`src/rtl/bic_pkg.sv`:
```
package bic_pkg;
  typedef enum logic {
    POL_TRUE = 1'b0,
    POL_INV  = 1'b1
  } pol_e;
endpackage

```
`src/rtl/bic_encoder.sv`:
```
module bic_encoder import bic_pkg::*; #(
  parameter int DATA_W = 8
) (
  input  logic              clk,
  input  logic              rst_n,
  input  logic              in_valid,
  input  logic [DATA_W-1:0] in_data,
  output logic [DATA_W-1:0] bus_data,
  output logic              bus_inv,
  output logic              bus_valid
);
  localparam int PAT_W  = DATA_W + 1;
  localparam int DIST_W = $clog2(PAT_W + 1);

  function automatic logic [DIST_W-1:0] hamming(input logic [PAT_W-1:0] a,
                                                input logic [PAT_W-1:0] b);
    logic [DIST_W-1:0] n;
    n = '0;
    for (int i = 0; i < PAT_W; i++) n += DIST_W'(a[i] ^ b[i]);
    return n;
  endfunction

  logic [PAT_W-1:0]  cur_pat, true_pat, inv_pat, next_pat;
  logic [DIST_W-1:0] dist_true, dist_inv;
  logic              tie_w;
  pol_e              pick;

  always_comb begin
    cur_pat   = {bus_inv, bus_data};
    true_pat  = {1'b0, in_data};
    inv_pat   = {1'b1, ~in_data};
    dist_true = hamming(cur_pat, true_pat);
    dist_inv  = hamming(cur_pat, inv_pat);
    tie_w     = (dist_true == dist_inv);
    pick      = (dist_inv < dist_true) ? POL_INV : POL_TRUE;
    next_pat  = (pick == POL_INV) ? inv_pat : true_pat;
  end

  always_ff @(posedge clk or negedge rst_n) begin
    if (!rst_n) begin
      bus_data  <= '0;
      bus_inv   <= 1'b0;
      bus_valid <= 1'b0;
    end else begin
      bus_valid <= in_valid;
      if (in_valid) begin
        bus_inv  <= next_pat[DATA_W];
        bus_data <= next_pat[DATA_W-1:0];
      end
    end
  end


  rst_state_chk: assert property (@(posedge clk) !rst_n |=> (bus_data == '0 && !bus_inv && !bus_valid));


  min_toggle_chk: assert property (@(posedge clk) disable iff (!rst_n)
    in_valid |=> hamming({bus_inv, bus_data}, $past({bus_inv, bus_data})) <= DIST_W'(PAT_W / 2));


  tie_true_chk: assert property (@(posedge clk) disable iff (!rst_n)
    (in_valid && tie_w) |=> !bus_inv);


  idle_hold_chk: assert property (@(posedge clk) disable iff (!rst_n)
    !in_valid |=> ($stable(bus_data) && $stable(bus_inv)));
endmodule

```
`src/rtl/bic_decoder.sv`:
```
module bic_decoder #(
  parameter int DATA_W = 8
) (
  input  logic [DATA_W-1:0] wire_data,
  input  logic              wire_inv,
  output logic [DATA_W-1:0] word
);
  always_comb word = wire_data ^ {DATA_W{wire_inv}};
endmodule

```
`src/rtl/bic_toggle_acc.sv`:
```
module bic_toggle_acc #(
  parameter int W     = 8,
  parameter int CNT_W = 32
) (
  input  logic             clk,
  input  logic             rst_n,
  input  logic             sample_en,
  input  logic [W-1:0]     word,
  output logic [CNT_W-1:0] count
);
  localparam int STEP_W = $clog2(W + 1);

  function automatic logic [STEP_W-1:0] flips(input logic [W-1:0] a, input logic [W-1:0] b);
    logic [STEP_W-1:0] n;
    n = '0;
    for (int i = 0; i < W; i++) n += STEP_W'(a[i] ^ b[i]);
    return n;
  endfunction

  logic [W-1:0]      prev_word;
  logic [STEP_W-1:0] step;
  logic [CNT_W:0]    sum;

  always_comb begin
    step = flips(prev_word, word);
    sum  = {1'b0, count} + (CNT_W + 1)'(step);
  end

  always_ff @(posedge clk or negedge rst_n) begin
    if (!rst_n) begin
      prev_word <= '0;
      count     <= '0;
    end else if (sample_en) begin
      prev_word <= word;
      count     <= sum[CNT_W] ? {CNT_W{1'b1}} : sum[CNT_W-1:0];
    end
  end


  sat_hold_chk: assert property (@(posedge clk) disable iff (!rst_n)
    (count == {CNT_W{1'b1}}) |=> (count == {CNT_W{1'b1}}));


  monotone_chk: assert property (@(posedge clk) disable iff (!rst_n)
    1'b1 |=> count >= $past(count));
endmodule

```
`src/rtl/bic_link.sv`:
```
module bic_link #(
  parameter int DATA_W = 8,
  parameter int CNT_W  = 32
) (
  input  logic              clk,
  input  logic              rst_n,
  input  logic              src_valid,
  input  logic [DATA_W-1:0] src_data,
  output logic [DATA_W-1:0] bus_data,
  output logic              bus_inv,
  output logic              rx_valid,
  output logic [DATA_W-1:0] rx_data,
  output logic [CNT_W-1:0]  enc_toggles,
  output logic [CNT_W-1:0]  raw_toggles
);
  localparam int PAT_W = DATA_W + 1;

  logic [PAT_W-1:0] wire_pat;
  assign wire_pat = {bus_inv, bus_data};

  bic_encoder #(.DATA_W(DATA_W)) u_enc (
    .clk(clk), .rst_n(rst_n), .in_valid(src_valid), .in_data(src_data),
    .bus_data(bus_data), .bus_inv(bus_inv), .bus_valid(rx_valid)
  );

  bic_decoder #(.DATA_W(DATA_W)) u_dec (
    .wire_data(bus_data), .wire_inv(bus_inv), .word(rx_data)
  );

  bic_toggle_acc #(.W(PAT_W), .CNT_W(CNT_W)) u_enc_cnt (
    .clk(clk), .rst_n(rst_n), .sample_en(1'b1), .word(wire_pat), .count(enc_toggles)
  );

  bic_toggle_acc #(.W(DATA_W), .CNT_W(CNT_W)) u_raw_cnt (
    .clk(clk), .rst_n(rst_n), .sample_en(src_valid), .word(src_data), .count(raw_toggles)
  );


  rx_word_chk: assert property (@(posedge clk) disable iff (!rst_n)
    src_valid |=> (rx_valid && rx_data == $past(src_data)));
endmodule

```
`config.mk`:
```
export PLATFORM = sky130hd
export DESIGN_NAME = bic_link
export DESIGN_NICKNAME = d
export VERILOG_FILES = /design/src/rtl/bic_pkg.sv /design/src/rtl/bic_encoder.sv /design/src/rtl/bic_decoder.sv /design/src/rtl/bic_toggle_acc.sv /design/src/rtl/bic_link.sv
export SDC_FILE = /design/constraint.sdc
export NUM_CORES = 1
export LEC_CHECK = 0
export CORE_ASPECT_RATIO = 1.25
export CORE_MARGIN = 3
export CORE_UTILIZATION = 55
export CTS_CLUSTER_DIAMETER = 80
export CTS_CLUSTER_SIZE = 14
export DETAILED_ROUTE_END_ITERATION = 10
export DONT_BUFFER_PORTS = 1
export PLACE_DENSITY = 0.81
export SKIP_LAST_GASP = 1
export SYNTH_ARGS = -nofsm -noshare
export SYNTH_HDL_FRONTEND = slang
export SYNTH_SLANG_ARGS = --single-unit
```
`constraint.sdc`:
```
create_clock -name clk -period 4.5 [get_ports clk]
set_input_delay 0.45 -clock clk [delete_from_list [all_inputs] [get_ports clk]]
set_output_delay 0.45 -clock clk [all_outputs]
set_load 0.01 [all_outputs]
```
==> results of run 1 <==
worst min path at each step:
stage	startpoint	endpoint	slack, ns	cells past startpoint
after detailed placement	rst_n	u_enc_cnt.count[15]	0.16	0
after floorplan	rst_n	u_enc.bus_data[0]	0.15	0
final	rst_n	u_enc_cnt.count[14]	0.01	1
after global routing	rst_n	u_enc_cnt.count[12]	0.04	1
after CTS	rst_n	u_enc_cnt.count[5]	0.03	1
after global placement	rst_n	u_enc_cnt.count[15]	0.16	0
cell families after synthesis:
group	count (synthesis)
muxes	17
and+or+nand+nor	212
adders and majority gates	41
xor gates and xnor gates	73
DFF	91
buffers and inverters	79
AOI/OAI and AO/OA	75
worst max-delay path: stages, from the launching register on:
cell     delay, ns
dfrtp_2       0.44
xnor2_2       0.15
fa_1          0.54
fa_1          0.43
fa_1          0.48
fa_2          0.38
fa_2          0.39
xnor2_1       0.13
ha_1          0.34
nor2b_4       0.18
o31a_1        0.26
nand4_1       0.18
nor2_1        0.16
mux2_2        0.34
flip-flops by register name, summed over array words and instances (netlist names):
| signal | count |
|---|---|
| u_enc.bus_inv | 1 |
| u_enc_cnt.count | 32 |
| u_enc_cnt.prev_word | 9 |
| u_raw_cnt.prev_word | 8 |
| u_raw_cnt.count | 32 |
| u_enc.bus_data | 8 |
| u_enc.bus_valid | 1 |
area by class of cell:
cell class	instances	area share (%)
Inverter	46	2.64
Timing Repair Buffer	32	4.88
Sequential cell	91	34.9
Tap cell	129	2.47
Multi-Input combinational cell	418	50.6
Clock inverter	3	0.728
Clock buffer	13	3.83
per-layer routing:
layer / share of wire (%) / track usage, % / vias to the layer above
li1: - / - / 2023
met1: 38 / 25.0 / 2187
met2: 52 / 39.5 / 144
met3: 7.6 / 7.21 / 22
met4: 1.8 / 8.48 / 0
met5: 0 / 0 / -
Yosys cell counts, types with 3 or more instances:
cell,count
a311o_1,8
buf_2,12
nor2_1,33
inv_1,46
nand2_1,57
and3_1,8
mux2_2,14
xor2_1,45
a31oi_1,14
xnor2_1,28
o21ai_0,23
fa_1,21
dfrtp_1,91
o22ai_1,3
a2bb2oi_1,3
or3_1,4
nor3_1,13
nand4_1,21
and4_1,7
nor2b_1,8
a21oi_1,10
o21a_1,4
nand3_1,36
nand3_2,3
nand2b_1,6
clkbuf_1,19
ha_1,20
what timing repair did:
action                     in CTS  in global routing
hold endpoints to repair       91                  0
setup endpoints to repair      31                 65
setup buffers                   2                  5
gates cloned                    0                  1
gates resized for setup         3                 13
hold buffers                    1                  0
pin swaps                       3                 12
metrics by stage:
stage / hold slack, ns / instances / utilization (%) / setup WS, ns / TNS [ns]
6_report: 0.0116 / 732 / 64.3 / -0.0251 / -0.0257
5_1_grt: 0.0445 / 732 / 64.3 / -0.141 / -2.85
4_1_cts: 0.0300 / 726 / 63.3 / -0.00663 / -0.00663
3_5_place_dp: 0.156 / 707 / 59.8 / -0.117 / -0.648
3_3_place_gp: 0.157 / 707 / 59.8 / 0.0379 / 0
2_1_floorplan: 0.154 / 588 / - / -0.00408 / -0.00408
==> summary.md, run 1 <==
| Metric | Value |
|---|---|
| Vias after detailed routing | `4376` |
| Worst hold path type | `in2async` |
| First-pass GRT wire length | `21100 um` |
| Drt pass-1 iters | `4` |
| Reg2reg setup slack | `-0.03 ns` |
| RSZ-0062 raised after global routing | `true` |
| DP Area | `6070 um^2` |
| Max Freq | `221 MHz` |
| Mux cell area share after synthesis | `3.28%` |
| Largest family of logic cells by synthesized area | `simple AND/OR/NAND/NOR gates` |
| Root Driver | `clkbuf_16` |
| Num rows | `41` |
| Commonest non-fill, non-tap cells in the layout | `dfrtp_1, nand2_1, inv_1` |
| Initial DRC Count | `191` |
| Initial Util | `56.7%` |
| Commonest non-fill, non-tap cell in the layout | `dfrtp_1` |
| Relative slew margins | `50.1%` |
| Yosys top cell by area | `dfrtp_1` |
| Fill cells | `762` |
| Reg2reg path depth | `13` |
| Status | `complete, but fails checks` |
| Clock Sinks | `91` |
| Final max-slew violation count | `0` |
| Max Fanout on Critical Path | `4` |
| Crit start category | `flip-flop` |
| Clk_skew | `0.0110 ns` |
| Synth warn | `0` |
| IO Port Bufs | `0` |
| Worst Max-Slew Pin Slew | `0.746 ns` |
| Layout cell share with drive strength beyond 1 | `17.1%` |
| Top-area cell type share of the netlist area | `39.5%` |
| Post-Syn Area | `5760 um^2` |
| Reg-to-reg endpoint | `u_enc_cnt.count[30]` |
| CTS Buffer Depth | `2` |
| Compound-Gate Fraction of Synth Area | `8.51%` |
| Ys async rst share | `100%` |
| Post-DP HPWL | `9050 um` |
| Synthesized area per cell | `9.80 um^2` |
| CP arrival | `4.76 ns` |
| Final setup violation count | `2` |
| Number of global-route vias before repair | `4309` |
| Drt drc | `0` |
| CTS tree | `built` |
| # IOs | `93` |
| Failing checks | `setup timing` |
| CTS H-Tree Depth | `3` |
| Critical path destination | `u_enc_cnt.count[30]` |
| Max-cap violation count | `0` |
| Footprint of the multi-input gates | `3310 um^2` |
| Post-synthesis simple-gate area fraction | `20.3%` |
| Count of different cell masters after synthesis | `50` |
| Largest net degree at the start of global routing | `92` |
| Worst setup EP type | `flip-flop` |
| Core area | `10200 um^2` |
| Tmin final | `4.53 ns` |
| Final worst slack | `-0.0251 ns` |
| Die Area | `11800 um^2` |
| Mapped Cells | `588` |
| Total gr overflow | `0` |
| Die X | `97.6 um` |
| Post-synth EDFFs | `0` |
| Fin. Hold Viols | `0` |
| Layout area overhead | `13.4%` |
| # diodes | `0` |
| Worst setup startpoint | `u_enc.bus_data[7]` |
| Total length of routed wires | `12900 um` |
| # nets final | `650` |
| Design area | `6540 um^2` |
| Tot GR Track Use | `22.3%` |
| Sequential share of the synthesized area | `39.5%` |
| Post-DR vias/cell | `5.98` |
| Routability cong. | `0.868` |
| Reg2reg start | `u_enc.bus_data[7]` |
| Initial antenna violation count | `0` |
| Post-route ant nets | `0` |
| Synth Net Count | `640` |
| Clk Latency, worst-skew pair | `0.35 ns` |
| Clock slew at reported path FFs | `0.07 ns` |
| WP data required | `4.74 ns` |
| WS Path Type | `reg2reg` |
| Period utilisation layout | `101%` |
| Top FF cell, synth | `dfrtp_1` |
| Post-Synth Adder-Cell Area | `11.6%` |
| #FFs+latches synth | `91` |
| Ranking of synthesized cells by area | `dfrtp_1, fa_1, xor2_1, ha_1, xnor2_1` |
| Xor-xnor portion of the synthesized cell area | `11.1%` |
| Routed wire per std cell | `17.7 um` |
| Die H | `120 um` |
| TritonCTS buffer count | `9` |
| Register area | `2280 um^2` |
Power of run 1 is left out: the tool's default activity adds up to more than one toggle a clock period on the data nets, which glitch-free logic cannot reach.
==> run 2, diff against run 1 <==
CORE_ASPECT_RATIO = not set   (was 1.25)
CTS_BUF_LIST = sky130_fd_sc_hd__clkbuf_4   (was not set)
==> run 2 against run 1 <==
Against the previous run: the flow still finishes with violations (setup timing); clock skew up 0.0046 ns; core utilization up 1.7 points; non-clock buffer count up 11; worst hold slack better by 0.088 ns; routed wire length up 3.5%; critical path type unchanged; via count up 1.4%; critical endpoint is now u_enc_cnt.count[16].
==> summary.md, run 2 (synthesized netlist as in run 1, its figures left out) <==
| Metric | Value |
|---|---|
| Clock slew at reported path FFs | `0.14 ns (was 0.07 ns)` |
| Worst setup startpoint | `u_enc.bus_data[5] (was u_enc.bus_data[7])` |
| Fill cells | `745 (was 762)` |
| Final setup violation count | `7 (was 2)` |
| CP arrival | `4.89 ns (was 4.76 ns)` |
| Relative slew margins | `32.3% (was 50.1%)` |
| Die Area | `11700 um^2 (was 11800 um^2)` |
| Vias after detailed routing | `4437 (was 4376)` |
| Number of global-route vias before repair | `4386 (was 4309)` |
| # nets final | `661 (was 650)` |
| IO Port Bufs | `0 (unchanged)` |
| CTS H-Tree Depth | `3 (unchanged)` |
| Initial Util | `57.6% (was 56.7%)` |
| Worst Max-Slew Pin Slew | `1.01 ns (was 0.746 ns)` |
| Drt drc | `0 (unchanged)` |
| Clk Latency, worst-skew pair | `0.44 ns (was 0.35 ns)` |
| CTS tree | `built (unchanged)` |
| Core area | `10000 um^2 (was 10200 um^2)` |
| Max-cap violation count | `0 (unchanged)` |
| Clock Sinks | `91 (unchanged)` |
| Final worst slack | `-0.0517 ns (was -0.0251 ns)` |
| Largest net degree at the start of global routing | `92 (unchanged)` |
| Worst setup EP type | `flip-flop (unchanged)` |
| Die H | `108 um (was 120 um)` |
| Final max-slew violation count | `0 (unchanged)` |
| Failing checks | `setup timing (unchanged)` |
| Status | `complete, but fails checks (unchanged)` |
| Post-route ant nets | `0 (unchanged)` |
| Layout cell share with drive strength beyond 1 | `20.7% (was 17.1%)` |
| Design area | `6610 um^2 (was 6540 um^2)` |
| RSZ-0062 raised after global routing | `true (unchanged)` |
| Crit start category | `flip-flop (unchanged)` |
| # IOs | `93 (unchanged)` |
| DP Area | `6100 um^2 (was 6070 um^2)` |
| Root Driver | `clkbuf_4 (was clkbuf_16)` |
| Reg2reg start | `u_enc.bus_data[5] (was u_enc.bus_data[7])` |
| Commonest non-fill, non-tap cell in the layout | `dfrtp_1 (unchanged)` |
| Tot GR Track Use | `22.6% (was 22.3%)` |
| WS Path Type | `reg2reg (unchanged)` |
| Tmin final | `4.55 ns (was 4.53 ns)` |
| Fin. Hold Viols | `0 (unchanged)` |
| Routed wire per std cell | `17.9 um (was 17.7 um)` |
| Post-DR vias/cell | `5.95 (was 5.98)` |
| Post-DP HPWL | `9360 um (was 9050 um)` |
| Footprint of the multi-input gates | `3410 um^2 (was 3310 um^2)` |
| Clk_skew | `0.0156 ns (was 0.0110 ns)` |
| Fin Hold WS | `0.0992 ns (was 0.0116 ns)` |
| Period utilisation layout | `101% (about the same)` |
| First-pass GRT wire length | `21200 um (was 21100 um)` |
| Routability cong. | `0.880 (was 0.868)` |
| Largest registers | `u_enc_cnt.count x32, u_raw_cnt.count x32, u_enc_cnt.prev_word x9 (unchanged)` |
| Layout area overhead | `14.7% (was 13.4%)` |
| Worst hold path type | `in2reg (was in2async)` |
| Total length of routed wires | `13400 um (was 12900 um)` |
| Initial DRC Count | `230 (was 191)` |
| Commonest non-fill, non-tap cells in the layout | `dfrtp_1, nand2_1, inv_1 (unchanged)` |
| Total gr overflow | `0 (unchanged)` |
| WP data required | `4.84 ns (was 4.74 ns)` |
| Max Freq | `220 MHz (was 221 MHz)` |
| Hold path startpoint | `src_valid` |
| Initial antenna violation count | `0 (unchanged)` |
| Num rows | `36 (was 41)` |
| Register area | `2280 um^2 (unchanged)` |
| CTS Buffer Depth | `2 (unchanged)` |
| # diodes | `0 (unchanged)` |
| Drt pass-1 iters | `5 (was 4)` |
| TritonCTS buffer count | `9 (unchanged)` |
| Die X | `108 um (was 97.6 um)` |
| Max Fanout on Critical Path | `7 (was 4)` |
run 2: changes by cell type in the layout (fill, tap and decap cells not counted), sizes merged:
cell         previous run  this run
bufinv                  1         3
buf                    31        41
dlygate4sd3             0         2
clkbuf                 14        10
run 2: per-layer routing:
layer / vias up / track usage (%) / wire, um
met5: - / 0 / 0
met4: 0 / 7.12 / 215
met3: 24 / 6.27 / 1170
met1: 2187 / 27.0 / 5190
met2: 174 / 39.4 / 6800
li1: 2052 / - / -
run 2: cell type report:
class / count / share of cell area [%]
clock buffer: 10 / 1.14
clock inverter: 5 / 1.55
inverter: 46 / 2.61
multi-input combinational: 418 / 51.5
sequential: 91 / 34.5
tap: 133 / 2.52
timing repair buffer: 43 / 6.15
run 2: worst paths after layout:
kind | endpoint | slack [ns] | cells past startpoint
setup / recovery | u_enc_cnt.count[16] | -0.05 | 15
hold / removal | u_raw_cnt.count[3] | 0.1 | 1
setup reg to reg | u_enc_cnt.count[16] | -0.05 | 15
hold reg to reg | u_raw_cnt.prev_word[5] | 0.55 | 1
max in group asynchronous | u_enc.bus_data[5] | 3.54 | 2
min in group asynchronous | u_enc_cnt.count[22] | 0.58 | 2
run 2: what timing repair did:
action | CTS | global route
endpoints found under the setup margin | 15 | 69
setup buffers | 3 | 9
hold endpoints to repair | 91 | 1
gates resized for setup | 0 | 44
hold buffers | 2 | 1
pin swaps | 0 | 20
run 2: through the flow:
stage / TNS, ns / instances / setup slack, ns / util (%)
final: -0.162 / 746 / -0.0517 / 66.1
after global routing: -2.98 / 746 / -0.185 / 66.1
after CTS: -0.442 / 736 / -0.0655 / 63.4
after detailed placement: -0.385 / 716 / -0.0517 / 61.0
after global placement: 0 / 716 / 0.0722 / 61.0
after floorplan: -0.00408 / 588 / -0.00408 / -
run 2: worst max-delay path, cell delays in order (launching register included):
cell     delay [ns]
dfrtp_2        0.48
xnor2_2        0.17
fa_1           0.55
fa_1           0.44
fa_1           0.47
fa_2           0.38
fa_2           0.41
xnor2_2        0.14
ha_1           0.33
nor2b_4        0.14
o31a_1         0.30
buf_6          0.15
buf_6          0.13
nand4_1        0.11
xor2_1         0.17
nand2_1        0.08
Power of run 2 is left out for the same reason.
